$ cat src/rtl/operand_fwd_pkg.sv
package operand_fwd_pkg;
  localparam int unsigned FWD_XLEN = 32;
  localparam int unsigned FWD_IDXW = 5;
  localparam int unsigned FWD_NREC = 3;
  localparam int unsigned FWD_NSRC = 2;
  // record slot order is priority order: slot 0 is the youngest result
  typedef enum int unsigned { SLOT_EX = 0, SLOT_MA = 1, SLOT_WB = 2 } rec_slot_e;
endpackage

$ cat src/rtl/fwd_prio_pick.sv
module fwd_prio_pick #(
  parameter int unsigned N = 3
) (
  input  logic [N-1:0] req,
  output logic [N-1:0] grant
);
  always_comb begin
    logic seen;
    seen  = 1'b0;
    grant = '0;
    for (int i = 0; i < N; i++) begin
      grant[i] = req[i] & ~seen;
      seen     = seen | req[i];
    end
  end
endmodule

$ cat src/rtl/fwd_operand_sel.sv
module fwd_operand_sel #(
  parameter int unsigned XLEN = 32,
  parameter int unsigned IDXW = 5,
  parameter int unsigned NREC = 3
) (
  input  logic [IDXW-1:0]           idx,
  input  logic                      used,
  input  logic [XLEN-1:0]           rf_val,
  input  logic [NREC-1:0][IDXW-1:0] rec_tag,
  input  logic [NREC-1:0][XLEN-1:0] rec_val,
  input  logic [NREC-1:0]           rec_ok,
  output logic [XLEN-1:0]           opnd,
  output logic                      hazard
);
  logic [NREC-1:0] hit;
  logic [NREC-1:0] grant;
  logic            idx_zero;

  assign idx_zero = (idx == '0);

  for (genvar g = 0; g < NREC; g++) begin : g_cmp
    assign hit[g] = !idx_zero && (rec_tag[g] == idx);
  end

  fwd_prio_pick #(.N(NREC)) u_pick (
    .req   (hit),
    .grant (grant)
  );

  always_comb begin
    opnd = idx_zero ? '0 : rf_val;
    for (int i = 0; i < NREC; i++) begin
      if (grant[i]) opnd = rec_val[i];
    end
  end

  assign hazard = used && (|(grant & ~rec_ok));
endmodule

$ cat src/rtl/operand_fwd.sv
module operand_fwd
  import operand_fwd_pkg::*;
#(
  parameter int unsigned XLEN = FWD_XLEN,
  parameter int unsigned IDXW = FWD_IDXW
) (
  input  logic [IDXW-1:0] src1_idx,
  input  logic            src1_used,
  input  logic [XLEN-1:0] rf_rd1,
  input  logic [IDXW-1:0] src2_idx,
  input  logic            src2_used,
  input  logic [XLEN-1:0] rf_rd2,
  input  logic [IDXW-1:0] ex_tag,
  input  logic [XLEN-1:0] ex_val,
  input  logic            ex_ok,
  input  logic [IDXW-1:0] ma_tag,
  input  logic [XLEN-1:0] ma_val,
  input  logic            ma_ok,
  input  logic [IDXW-1:0] wb_tag,
  input  logic [XLEN-1:0] wb_val,
  input  logic            wb_ok,
  output logic [XLEN-1:0] opnd1,
  output logic [XLEN-1:0] opnd2,
  output logic            dec_ready
);
  localparam int unsigned NREC = FWD_NREC;
  localparam int unsigned NSRC = FWD_NSRC;

  logic [NREC-1:0][IDXW-1:0] tags;
  logic [NREC-1:0][XLEN-1:0] vals;
  logic [NREC-1:0]           oks;

  assign tags[SLOT_EX] = ex_tag;
  assign tags[SLOT_MA] = ma_tag;
  assign tags[SLOT_WB] = wb_tag;
  assign vals[SLOT_EX] = ex_val;
  assign vals[SLOT_MA] = ma_val;
  assign vals[SLOT_WB] = wb_val;
  assign oks[SLOT_EX]  = ex_ok;
  assign oks[SLOT_MA]  = ma_ok;
  assign oks[SLOT_WB]  = wb_ok;

  logic [NSRC-1:0][IDXW-1:0] s_idx;
  logic [NSRC-1:0]           s_used;
  logic [NSRC-1:0][XLEN-1:0] s_rf;
  logic [NSRC-1:0][XLEN-1:0] s_opnd;
  logic [NSRC-1:0]           s_haz;

  assign s_idx  = {src2_idx, src1_idx};
  assign s_used = {src2_used, src1_used};
  assign s_rf   = {rf_rd2, rf_rd1};

  for (genvar s = 0; s < NSRC; s++) begin : g_src
    fwd_operand_sel #(.XLEN(XLEN), .IDXW(IDXW), .NREC(NREC)) u_sel (
      .idx     (s_idx[s]),
      .used    (s_used[s]),
      .rf_val  (s_rf[s]),
      .rec_tag (tags),
      .rec_val (vals),
      .rec_ok  (oks),
      .opnd    (s_opnd[s]),
      .hazard  (s_haz[s])
    );
  end

  assign opnd1     = s_opnd[0];
  assign opnd2     = s_opnd[1];
  assign dec_ready = ~(|s_haz);
endmodule

$ cat config.mk
export PLATFORM = sky130hd
export DESIGN_NAME = operand_fwd
export DESIGN_NICKNAME = d
export VERILOG_FILES = /design/src/rtl/operand_fwd_pkg.sv /design/src/rtl/fwd_prio_pick.sv /design/src/rtl/fwd_operand_sel.sv /design/src/rtl/operand_fwd.sv
export SDC_FILE = /design/constraint.sdc
export NUM_CORES = 1
export LEC_CHECK = 0
export BUFFER_PORTS_ARGS = -buffer_cell sky130_fd_sc_hd__buf_4
export CAP_MARGIN = 20
export CORE_MARGIN = 2
export CORE_UTILIZATION = 26
export DETAILED_ROUTE_END_ITERATION = 16
export PLACE_DENSITY = 0.73
export SLEW_MARGIN = 30
export SYNTH_ARGS = -nofsm -noshare
export SYNTH_HDL_FRONTEND = slang
export SYNTH_SLANG_ARGS = --single-unit
export TNS_END_PERCENT = 30
$ cat constraint.sdc
create_clock -name vclk -period 5.1
set_clock_uncertainty 0.05 [all_clocks]
set_input_delay 1.02 -clock vclk [all_inputs]
set_output_delay 1.02 -clock vclk [all_outputs]
set_load 0.005 [all_outputs]
==> impl_metrics.yaml <==
status:
  status: "finished clean"
placed_design:
  place_ws_ns: 0.9281
  dp_hpwl_mm: 9.232
  port_buffers: 255
  placed_area_mm2: 0.004428
  dp.cells: 698
  gp_congestion: 0.9003
grt:
  track_usage_pct: 21.97
  grt_overflow: 0
  grt_max_degree: 35
  antenna_found_initial: 0
  grt_pass1_vias: 3831
  grt_first_pass_wirelength_mm: 18.32
timing:
  tns_ns: 0
  finalHoldViolations: 0
  post-route-period-util_pct: 82.32
  holdWs_ns: 2.331
  tightest_slew_ns: 0.6522
  fin_ws_ns: 0.9015
  fmax_mhz: 238.2
  finalSetupViolations: 0
  slew_violations: 0
  slew-limit-headroom_pct: 56.43
  period_minus_slack_ns: 4.199
  rsz0062_at_grt: "false"
pwr:
  p_sw_uw: 164.7
  p_int_uw: 252.6
  power_frac_clock_pct: 0
  irDropWorstVdd_mv: 0.04438
  seqPwrFrac_pct: 0
  p_leak_nw: 2.242
  power_density_mw_per_mm2: 93.66
  p_comb_share_pct: 100.0
  p_total_uw: 417.3
  swShare_pct: 39.47
route:
  routed_wl_mm: 11.86
  drc: 0
  dr.pass1.iters: 4
  vias: 3774
  via_per_inst: 5.399
  wl_per_cell_um: 16.97
  dr.first_iter.drc_count: 135
  antenna_left: 0
floorplan:
  initial_core_util_pct: 26.95
  num_rows: 34
  num_io_pins: 255
  die_w_um: 99.55
  die-area_mm2: 0.009909
  core_mm2: 0.008806
  fp.dieH_um: 99.55
worst_setup_path:
  path_class: "in2out"
  required_ns: 4.03
  end_kind: "output port"
  worst-path-buf-inv: 3
  cp_slowest_stage_delay_ns: 0.45
  crit_start: "ma_tag[2]"
  cp_common_cell: "buf_4"
  worstPathCellList: "buf_4, xor2_1, nor3_1, nand3_2, buf_4, mux2_1, a22oi_1, a21oi_1, buf_4"
  cp_slowest_cell: "nand3_2"
  arrival_ns: 3.13
  cp-start-kind: "input port"
  crit_fanout: 20
  path_delay_family: "buffers and inverters"
synth:
  synth_top_area_share_pct: 27.52
  synth_cell_type_count: 29
  yosys-top-cells-area: "mux2_2, a22oi_1, a21oi_1, nor2_1, xor2_1"
  yosys_warnings: 0
  netlist_instances: 357
  synthTopCellsByCount: "nor2_1, a21oi_1, a22oi_1"
  synth.most_common_cell: "nor2_1"
  syn_avg_cell_area_um2: 6.649
  yosysSeqAreaShare_pct: 0
  syn_area_mm2: 0.002374
  synth_nets: 547
  yosys.area.top_type: "mux2_2"
layout:
  nFillCells: 848
  fin_area_mm2: 0.004456
  synthToLayoutAreaGrowth_pct: 87.72
  clkbuf_count: 0
  antenna_cells: 0
  nFlopsAndLatches: 0
  register_area_um2: 0
  postLayoutCoreUtil_pct: 50.60
  fin_cells: 699
  num-nets-final: 783
  drive_gt1_share_pct: 56.18
job:
  max_cap_viol_count: 0
clocking:
  cts_setup_buffers: 0
  cts.hold.buffers_added: 0
  cts.repair.resized: 0
worst_hold_path:
  hp-class: "in2out"
  min_from: "wb_val[11]"
[cell type report]
type	instances	area (um2)	area share, %
inverter	2	7.507	0.1685
multi-input combinational	322	2268	50.91
tap	108	135.1	3.033
timing repair buffer	267	2044	45.89
[layout by cell type (no fill, tap or decap), types with 2 or more instances in the layout]
master,Yosys,final
nor2_1,69,68
nand2_1,3,3
buf_4,0,265
mux2_1,4,4
mux2_2,58,58
buf_16,0,2
inv_1,2,2
and3b_1,2,2
nor3_1,6,6
a21oi_4,0,2
xor2_1,20,20
nand3_1,5,4
xnor2_1,10,10
a21oi_1,67,65
a22oi_1,62,62
nand3b_1,3,3
[worst min-delay path, stage by stage]
cell and delay (ns):
buf_4 0.09, nor2_1 0.03, a21oi_1 0.10, buf_4 0.12
[power by group through the flow]
| stage | Clock [mW] | Sequential, mW | Combinational [mW] |
|---|---|---|---|
| after floorplan | 0 | 0 | 0.158 |
| after global placement | 0 | 0 | 0.407 |
| after detailed placement | 0 | 0 | 0.413 |
| after CTS | 0 | 0 | 0.416 |
| after global routing | 0 | 0 | 0.452 |
| final | 0 | 0 | 0.417 |
[cell families after synthesis]
family / Yosys count / share of synthesized area [%]
and+or+nand+nor: 97 / 18.45
AOI/OAI and AO/OA: 133 / 35.11
buffers and inverters: 35 / 5.957
xor gates and xnor gates: 30 / 11.07
muxes: 62 / 29.41
[layer usage]
layer	part of all wire [%]	GRT usage, %
met1	40	25.89
met2	51	42.20
met3	8.2	2.952
met4	1.5	4.110
met5	0	0
[worst paths after layout]
check	slack (ns)	depth (start not counted)	endpoint
hold / removal	2.33	4	opnd1[11]
setup / recovery	0.90	9	opnd1[31]
Power figures use the tool's default switching activity.
